## config.mk

```make
export PLATFORM = sky130hd
export DESIGN_NAME = pcfg_slave_port
export DESIGN_NICKNAME = d
export VERILOG_FILES = /design/src/rtl/pcfg_pkg.sv /design/src/rtl/pcfg_proto_mon.sv /design/src/rtl/pcfg_flow_ctl.sv /design/src/rtl/pcfg_byte_out.sv /design/src/rtl/pcfg_slave_port.sv
export SDC_FILE = /design/constraint.sdc
export NUM_CORES = 1
export LEC_CHECK = 0
export CAP_MARGIN = 20
export CORE_MARGIN = 4
export CORE_UTILIZATION = 64
export CTS_BUF_LIST = sky130_fd_sc_hd__clkbuf_8 sky130_fd_sc_hd__clkbuf_16
export CTS_CLUSTER_DIAMETER = 100
export DETAILED_ROUTE_END_ITERATION = 16
export DONT_BUFFER_PORTS = 1
export MAX_ROUTING_LAYER = met4
export PLACE_DENSITY = 0.8
export RECOVER_POWER = 100
export SLEW_MARGIN = 20
export SYNTH_ARGS = -nofsm -noshare
export SYNTH_HDL_FRONTEND = slang
export SYNTH_SLANG_ARGS = --single-unit
```

## constraint.sdc

```tcl
create_clock -name clk -period 2.5 [get_ports clk]
set_clock_uncertainty 0.05 [all_clocks]
set_input_delay 0.125 -clock clk [delete_from_list [all_inputs] [get_ports clk]]
set_output_delay 0.125 -clock clk [all_outputs]
set_load 0.02 [all_outputs]
```

## src/rtl/pcfg_pkg.sv

```systemverilog
package pcfg_pkg;
   // one sampled view of the host-side control pins
   typedef struct packed {
      logic selected;
      logic wr_n;
   } ctl_smp_t;

   function automatic ctl_smp_t sample_ctl(input logic sel_n, input logic wr_n);
      ctl_smp_t s;
      s.selected = ~sel_n;
      s.wr_n     = wr_n;
      return s;
   endfunction

   localparam ctl_smp_t CTL_IDLE = '{selected: 1'b0, wr_n: 1'b1};
endpackage

```

## src/rtl/pcfg_proto_mon.sv

```systemverilog
module pcfg_proto_mon
   import pcfg_pkg::*;
(
   input  logic clk,
   input  logic rst_n,
   input  logic sel_n,
   input  logic wr_n,
   output logic viol,
   output logic abort
);
   ctl_smp_t cur_s, prev_s;

   assign cur_s = sample_ctl(sel_n, wr_n);
   // strobe level changed across two selected edges
   assign viol  = cur_s.selected & prev_s.selected & (cur_s.wr_n ^ prev_s.wr_n);

   always_ff @(posedge clk or negedge rst_n) begin
      if (!rst_n) begin
         prev_s <= CTL_IDLE;
         abort  <= 1'b0;
      end else begin
         prev_s <= cur_s;
         if (!cur_s.selected) abort <= 1'b0;
         else if (viol)       abort <= 1'b1;
      end
   end
endmodule

```

## src/rtl/pcfg_flow_ctl.sv

```systemverilog
module pcfg_flow_ctl (
   input  logic clk,
   input  logic rst_n,
   input  logic accept,
   input  logic sink_ready,
   output logic busy
);
   always_ff @(posedge clk or negedge rst_n) begin
      if (!rst_n)          busy <= 1'b0;
      else if (sink_ready) busy <= 1'b0;
      else if (accept)     busy <= 1'b1;
   end
endmodule

```

## src/rtl/pcfg_byte_out.sv

```systemverilog
module pcfg_byte_out #(
   parameter int unsigned DATA_W    = 8,
   parameter int unsigned CNT_W     = 16,
   parameter bit          HOLD_DATA = 1'b1
) (
   input  logic              clk,
   input  logic              rst_n,
   input  logic              accept,
   input  logic [DATA_W-1:0] din,
   output logic [DATA_W-1:0] dout,
   output logic              vld,
   output logic [CNT_W-1:0]  count
);
   localparam logic [CNT_W-1:0] CNT_ONE = CNT_W'(1);

   always_ff @(posedge clk or negedge rst_n) begin
      if (!rst_n) begin
         vld   <= 1'b0;
         count <= '0;
      end else begin
         vld <= accept;
         if (accept) count <= count + CNT_ONE;
      end
   end

   generate
      if (HOLD_DATA) begin : g_hold
         always_ff @(posedge clk or negedge rst_n) begin
            if (!rst_n)      dout <= '0;
            else if (accept) dout <= din;
         end
      end else begin : g_gate
         always_ff @(posedge clk or negedge rst_n) begin
            if (!rst_n) dout <= '0;
            else        dout <= accept ? din : '0;
         end
      end
   endgenerate
endmodule

```

## src/rtl/pcfg_slave_port.sv

```systemverilog
module pcfg_slave_port #(
   parameter int unsigned DATA_W    = 8,
   parameter int unsigned CNT_W     = 16,
   parameter bit          HOLD_DATA = 1'b1
) (
   input  logic              clk,
   input  logic              rst_n,
   input  logic              sel_n,
   input  logic              wr_n,
   input  logic [DATA_W-1:0] din,
   input  logic              sink_ready,
   output logic              busy,
   output logic              abort,
   output logic [DATA_W-1:0] byte_out,
   output logic              byte_vld,
   output logic [CNT_W-1:0]  byte_count
);
   generate
      if (DATA_W < 1 || DATA_W > 64) begin : g_bad_data_w
         $error("pcfg_slave_port: DATA_W out of range");
      end
      if (CNT_W < 1 || CNT_W > 32) begin : g_bad_cnt_w
         $error("pcfg_slave_port: CNT_W out of range");
      end
   endgenerate

   logic viol;
   logic accept;

   assign accept = ~sel_n & ~wr_n & ~busy & ~abort & ~viol;

   pcfg_proto_mon mon_i (
      .clk   (clk),
      .rst_n (rst_n),
      .sel_n (sel_n),
      .wr_n  (wr_n),
      .viol  (viol),
      .abort (abort)
   );

   pcfg_flow_ctl flow_i (
      .clk        (clk),
      .rst_n      (rst_n),
      .accept     (accept),
      .sink_ready (sink_ready),
      .busy       (busy)
   );

   pcfg_byte_out #(
      .DATA_W    (DATA_W),
      .CNT_W     (CNT_W),
      .HOLD_DATA (HOLD_DATA)
   ) out_i (
      .clk    (clk),
      .rst_n  (rst_n),
      .accept (accept),
      .din    (din),
      .dout   (byte_out),
      .vld    (byte_vld),
      .count  (byte_count)
   );
endmodule

```

# Word level (Yosys, flattened, before mapping)
# Index checks and enable logic that the tools add are counted.
op_classes:
  n_bitwise: 12
  add_sub_neg: 1
  reduce_logical: 2
  n_mux: 4
op_table:
  columns: ["operator", "count"]
  rows:
  - ["16-bit by 1-bit adder with 16-bit output (second input constant)", 1]
  - ["1-bit AND", 6]
  - ["1-bit inverter", 5]
  - ["1-bit two-way mux", 4]
  - ["2-bit nonzero test", 2]
  - ["1-bit XOR", 1]
word_totals:
  ff_bits: 29
  elab_cells: 26
  in_bits: 13
  out_inout_bits: 27

# Depth between registers and ports, before layout
# Gate-level depths: netlist of run 1.
logic_depth:
  word_depth: 7
  mapped_depth: 6
  mapped_depth_nobuf: 5

# Modules after synthesis
# Synthesis of run 1 repeated with hierarchy kept, for this count alone.
unflattened:
  hier_cells: 91
  hier_area_um2: 1172.4
by_module_without_submodules:
  columns: ["mod", "cells_per_inst", "seq_area_each_um2", "instances", "area_each_um2"]
  rows:
  - ["pcfg_byte_out", 79, 625.6, 1, 1018.5]
  - ["pcfg_proto_mon", 8, 76.3, 1, 107.6]
  - ["pcfg_flow_ctl", 2, 25.0, 1, 35.0]
  - ["pcfg_slave_port", 2, 0.0, 1, 11.3]

# Worst setup path before layout of run 1
# Ideal clock, no wire load.
synth_path:
  path_kind: "reg2reg"
  from: "register flow_i.busy"
  to: "register out_i.count[6]"
  path_slack_ps: 1025
  path_buffers: 0
  t_arrival_ps: 1295
  t_required_ps: 2320
  setup_ps: 130
  path_stages_with_launch: 6
  cell_sequence: "dfrtp_1 -> nor4_4 -> nand2_1 -> inv_1 -> nand4_1 -> xnor2_1"
synth_via:
  elab_chain_len: 4
synth_rtl:
  columns: ["item", "line_no", "text"]
  rows:
  - ["from (decl)", "pcfg_flow_ctl.sv:6", "output logic busy"]
  - ["from (signal assigned)", "pcfg_flow_ctl.sv:9", "if (!rst_n) busy <= 1'b0;"]
  - ["from (signal assigned)", "pcfg_flow_ctl.sv:10", "else if (sink_ready) busy <= 1'b0;"]
  - ["from (signal assigned)", "pcfg_flow_ctl.sv:11", "else if (accept) busy <= 1'b1;"]
  - ["1-bit inverter", "pcfg_slave_port.sv:30", "assign accept = ~sel_n & ~wr_n & ~busy & ~abort & ~viol;"]
  - ["1-bit AND (3 in a row)", "pcfg_slave_port.sv:30", null]
  - ["to (signal assigned)", "pcfg_byte_out.sv:22", "if (accept) count <= count + CNT_ONE;"]
  - ["to (decl)", "pcfg_byte_out.sv:12", "output logic [CNT_W-1:0] count"]
# Every way passes these cells.
# A chain may end at the register's enable or synchronous reset.

# Worst setup path in the final report of run 1
# Same ends and word-level chain as after synthesis.

==> qor.yml, run 1 <==
final_common_cell: "nand2_1"
drc: 0
power_frac_seq_pct: 58.7
syn_avg_cell_area_sq_um: 10.69
rsz0062_at_grt: "no"
syn_inst: 114
gp_congestion: 0.7666
dieArea_sq_um: 2666
hold_ws_ns: 0.06167
p_sw_mw: 0.4202
combPwrFrac_pct: 10.7
crit_slowest_cell: "dfrtp_1"
final_layout_size_suffix_gt1_share_pct: 6.767
crit_path_max_fanout: 16
setup-violations-final: 0
grt_max_degree: 30
path_class: "register to register"
slew-limit-headroom_pct: 1.749
nFillCells: 119
yosysWarnings: 0
hold_viol_final: 0
synth_seq_area_share_pct: 59.65
layout_common_cells: "34 x nand2_1, 28 x dfrtp_1, 12 x dlygate4sd3_1, 9 x nor2_1"
grt_use_total_pct: 22.86
nets: 146
antenna_cells: 0
status: "completed"
grt_antenna_before_repair: 0
routed_wl_um: 2522
postCtsSetupRepairBufs: 0
ir_drop_mv: 0.6123
cts_tree: "built"
critPathArrivalTime_ns: 2.11
port_buffers: 0
finalMaxSlewViolations: 0
cap_violations: 0
cp-end-kind: "register"
worst_pin_slew_ns: 1.474
dr.pass1.iters: 4
initial_utilization_pct: 69.08
vias: 882
pwr-share-clk_pct: 30.6
vias_per_cell: 5.582
grt_pass1_wl_um: 4236
min_path_type: "input port to register"
pin_count: 40
grt_overflow: 0
power.density_nw_per_um2: 845.3
cp_slowest_stage_delay_ns: 0.49
htree_levels: 2
die_x_um: 51.64
cts.clk_slew.worst_paths_ns: 0.06
path_cells: "nor4_4 -> nand2_1 -> inv_1 -> nand4_1 -> xnor2_1"
fin_crit_sh_pct: 80.53
core_sq_um: 1764
cts_sinks: 29
ant_nets: 0
fmax_mhz: 496.7
fin_total_pwr_mw: 1.209
clk_root_buffer_cell: "clkbuf_8"
fin_setup_tns_ns: 0
drt-initial-drc-count: 30
syn2layout_area_growth_pct: 17.35
synth.distinct_cells: 19
clock_latency_ns: 0.28
synth_area_sq_um: 1219
hpwl_um: 1615
cts_buffer_depth: 2
min_period_ns: 2.013
rows: 15
p_leak_nw: 0.7135
wl_per_cell_um: 15.96
grt_pass1_vias: 985
syn_nets: 128
worstPathRequired_ns: 2.60
p_sw_share_pct: 34.76
start_kind: "register"
ys_seq_elements: 29
cts-buffers-inserted: 5
die_h_um: 51.64
intPower_mw: 0.7886
[state kept, by name, indices dropped and copies added, names as in the netlist]
signal	count
mon_i.abort	1
out_i.dout	8
out_i.count	16
mon_i.prev_s	2
flow_i.busy	1
out_i.vld	1
[routing by layer]
| layer | wire (um) | vias to the layer above | GRT usage [%] |
|---|---|---|---|
| met1 | 985 | 435 | 23.81 |
| li1 | - | 406 | - |
| met3 | 211 | 6 | 8.883 |
| met4 | 43 | 0 | 11.35 |
| met2 | 1281 | 35 | 37.71 |
| met5 | 0 | - | - |
[per-stage QoR]
stage	instances	instance area, sq um	setup WS (ns)	utilization [%]
2_1_floorplan	114	1219	1.025	-
3_3_place_gp	137	1239	0.4846	70.21
3_5_place_dp	137	1239	0.3991	70.21
4_1_cts	158	1465	0.3829	83.05
5_1_grt	158	1430	0.2757	81.06
6_report	158	1430	0.4868	81.06
[power by group through the flow]
stage	registers, mW	clock network, mW	logic (mW)
after floorplan	0.696	0	0.0897
after global placement	0.721	0	0.0978
after detailed placement	0.722	0	0.103
after CTS	0.713	0.375	0.131
after global routing	0.720	0.400	0.148
final	0.710	0.370	0.129
[cell usage after synthesis]
cell type,count,area share (%)
inv_1,4,1.2
nor3_1,2,0.82
nor4_2,1,1.0
xor2_1,8,5.7
nand2_1,34,10
nand4_1,5,2.6
dfrtp_1,28,57
dfstp_2,1,2.2
buf_4,1,0.62
nor2_1,9,2.8
and3_1,2,1.0
xnor2_1,8,5.7
clkbuf_1,1,0.31
nand3_4,1,1.4
ha_1,1,1.0
a21oi_1,1,0.41
nor4_4,1,1.7
nand3_1,3,1.2
and4_1,3,2.2
[timing repair]
| action | CTS | global route |
|---|---|---|
| hold buffers | 13 | 0 |
| gates resized for setup | 0 | 0 |
| endpoints found under the hold margin | 41 | 0 |
[critical path: cells and delay by family (launching register included)]
family        cells  cell delay, ns
flops             1            0.49
simple gates      3            0.77
buf+inv           1            0.44
xor+xnor          1            0.15
[area by class of cell]
cell class	count	area, sq um	share of cell area, %
Clock buffer	5	68.82	4.812
Clock inverter	3	17.52	1.225
Inverter	4	15.01	1.050
Multi-Input combinational cell	79	446.7	31.23
Sequential cell	29	726.9	50.83
Tap cell	25	31.28	2.187
Timing Repair Buffer	13	123.9	8.661
[logic make-up after synthesis]
family	share of synthesized area, %
adders and majority gates	1.027
AOI/OAI and AO/OA	0.4103
buffers and inverters	2.156
and+or+nand+nor	25.26
DFF	59.65
xor gates and xnor gates	11.50
[worst paths after layout]
check	start	endpoint	slack, ns	cells past startpoint
worst max-delay path	flow_i.busy	out_i.count[6]	0.49	5
worst min-delay path	wr_n	mon_i.abort	0.06	3
worst max register to register	flow_i.busy	out_i.count[6]	0.49	5
worst min register to register	mon_i.prev_s[1]	mon_i.abort	0.49	2
max in group asynchronous	rst_n	out_i.count[2]	0.82	2
min in group asynchronous	rst_n	out_i.count[15]	0.72	2
(Power assumes the default switching activity.)
==> run 2: changes to the inputs <==
- ABC_AREA: unset -> 1
- CORE_UTILIZATION: 64 -> 61
- PLACE_DENSITY: 0.8 -> 0.77
- clock period: 2.5 -> 1.9 ns (I/O delays scaled with it)
==> qor.yml, run 2 <==
synthXorXnorAreaFrac_pct: 3.054
htree_levels: 2
cts.clk_slew.worst_paths_ns: 0.06
crit_slowest_cell: "dfrtp_1"
slew-limit-headroom_pct: 16.62
intPower_mw: 1.152
grt_use_met2_pct: 33.99
syn_nets: 188
hold_viol_final: 0
syn2layout_area_growth_pct: 15.10
yosysWarnings: 0
rsz0062_at_grt: "no"
cp-end-kind: "register"
grt_pass1_wl_um: 5092
synth-simple-area-share_pct: 33.42
min_period_ns: 1.607
synth.distinct_cells: 25
synth_top_family_by_area: "simple AND/OR/NAND/NOR gates"
nets: 205
fmax_mhz: 622.5
initial_utilization_pct: 64.20
rr_worst_depth: 6
cap_violations: 0
core_sq_um: 2233
synth_seq_area_share_pct: 50.70
fin_crit_sh_pct: 84.55
fin_setup_tns_ns: 0
start_kind: "register"
grt_antenna_before_repair: 0
grt_util_met3_pct: 6.207
dr.pass1.iters: 5
min_delay_path_depth: 5
grt_max_degree: 30
synth.most_common_cell: "nand2_1"
hold_ws_ns: 0.1426
layout_common_cells: "72 x nand2_1, 28 x dfrtp_1, 18 x inv_1, 12 x dlygate4sd3_1, 11 x nor2_1"
synth_top_area_cell: "dfrtp_1"
grt_pass1_vias: 1107
synthAdderAreaFrac_pct: 0.8726
clk_root_buffer_cell: "clkbuf_8"
final_layout_size_suffix_gt1_share_pct: 8.854
async_flop_share_pct: 100.0
ant_nets: 0
cts_buffer_depth: 2
busiest_layer: "met2"
pwr-share-clk_pct: 32.0
port_buffers: 0
synth_area_sq_um: 1434
status: "completed"
vias: 1146
met1_usage_pct: 25.30
largest_register_ffs: 16
p_sw_mw: 0.5945
min_path_type: "input port to register"
pin_count: 40
rows: 17
final_common_cell: "nand2_1"
ys_seq_elements: 29
drc: 0
routed_wl_um: 2997
reg2reg_slack_ns: 0.29
die_x_um: 56.49
finalMaxSlewViolations: 0
crit_top_cell: "nand3_1"
top_regs: "out_i.count x16, out_i.dout x8, mon_i.prev_s x2"
hpwl_um: 2018
muxShareOfSynthArea_pct: 0
cts_tree: "built"
crit_path_max_fanout: 8
synth_edf_count: 0
path_cells: "nand3_1 -> nor2_1 -> nand3_4 -> clkinv_1 -> nand3_1 -> nand2_1"
combPwrFrac_pct: 12.9
clock_latency_ns: 0.27
synth_compound_gate_area_share_pct: 4.188
ir_drop_mv: 0.8799
critPathArrivalTime_ns: 1.77
dieArea_sq_um: 3191
syn_avg_cell_area_sq_um: 8.241
place_area_sq_um: 1439
largest-register: "out_i.count"
fin_total_pwr_mw: 1.746
cts_sinks: 29
p_sw_share_pct: 34.04
power_frac_seq_pct: 55.1
vias_per_cell: 5.209
grt_overflow: 0
final_area_sq_um: 1650
worstPathRequired_ns: 2.06
synth_top_area_share_pct: 48.87
setup-violations-final: 0
cts-buffers-inserted: 5
wl_per_cell_um: 13.62
cp_slowest_stage_delay_ns: 0.54
antenna_cells: 0
die_h_um: 56.49
drt-initial-drc-count: 33
grt_use_total_pct: 21.12
path_class: "register to register"
gp_congestion: 0.8140
synthTopCellsByCount: "72 x nand2_1, 28 x dfrtp_1, 17 x inv_1"
syn_inst: 174
netlist_top_cells_area: "dfrtp_1 49%, nand2_1 19%, inv_1 4.5%"
power.density_nw_per_um2: 1058
worst_pin_slew_ns: 1.249
synth_ff_type: "dfrtp_1"
p_leak_nw: 0.7980
==> run 2: power by group through the flow <==
| stage | clock (mW) | sequential (mW) | combinational (mW) |
|---|---|---|---|
| floorplan | 0 | 0.952 | 0.185 |
| global placement | 0 | 0.979 | 0.194 |
| detailed placement | 0 | 0.982 | 0.206 |
| CTS | 0.568 | 0.974 | 0.243 |
| global route | 0.599 | 0.980 | 0.263 |
| finish | 0.559 | 0.962 | 0.225 |
==> run 2: kinds of logic (layout without fill, tap and decap cells) <==
logic type,count (synthesis),after routing
simple gates,103,103
compound gates,12,12
buf+inv,24,42
flops,29,29
xor+xnor,5,5
fa+ha+maj,1,1
==> run 2: worst paths after layout <==
kind                                      from              to
worst max register to register  out_i.count[2]  out_i.count[9]
worst max-delay path            out_i.count[2]  out_i.count[9]
max in group asynchronous                rst_n   out_i.dout[4]
min in group asynchronous                rst_n  out_i.count[9]
worst min-delay path                      wr_n  out_i.count[5]
worst min register to register   out_i.dout[3]   out_i.dout[3]
==> run 2: layout make-up <==
| type | instances | area [sq um] |
|---|---|---|
| Clock buffer | 7 | 96.34 |
| Inverter | 21 | 81.33 |
| Clock inverter | 1 | 5.005 |
| Fill cell | 162 | 583.1 |
| Timing Repair Buffer | 13 | 132.6 |
| Tap cell | 28 | 35.03 |
| Multi-Input combinational cell | 121 | 573.1 |
| Sequential cell | 29 | 726.9 |
==> run 2: critical path: cells and delay by family (launching register included) <==
family	cells	cell delay (ns)
buf+inv	1	0.10
simple gates	5	0.86
flops	1	0.54
==> run 2: stage by stage <==
stage / setup WS [ns] / util, % / instances
CTS: 0.3224 / 75.24 / 220
floorplan: 0.4705 / - / 174
detailed placement: 0.3382 / 64.43 / 199
global route: 0.1237 / 73.89 / 220
finish: 0.2935 / 73.89 / 220
global placement: 0.3947 / 64.43 / 199
==> run 2: repair_timing <==
action,4_1_cts,5_1_grt
resized for setup,0,0
setup buffers,0,0
hold endpoints to repair,41,0
hold buffers,13,0
==> run 2: layer usage <==
metal / routed length [um] / up-vias
li1: - / 571
met1: 1234 / 540
met2: 1551 / 31
met3: 180 / 4
met4: 30 / 0
met5: 0 / -
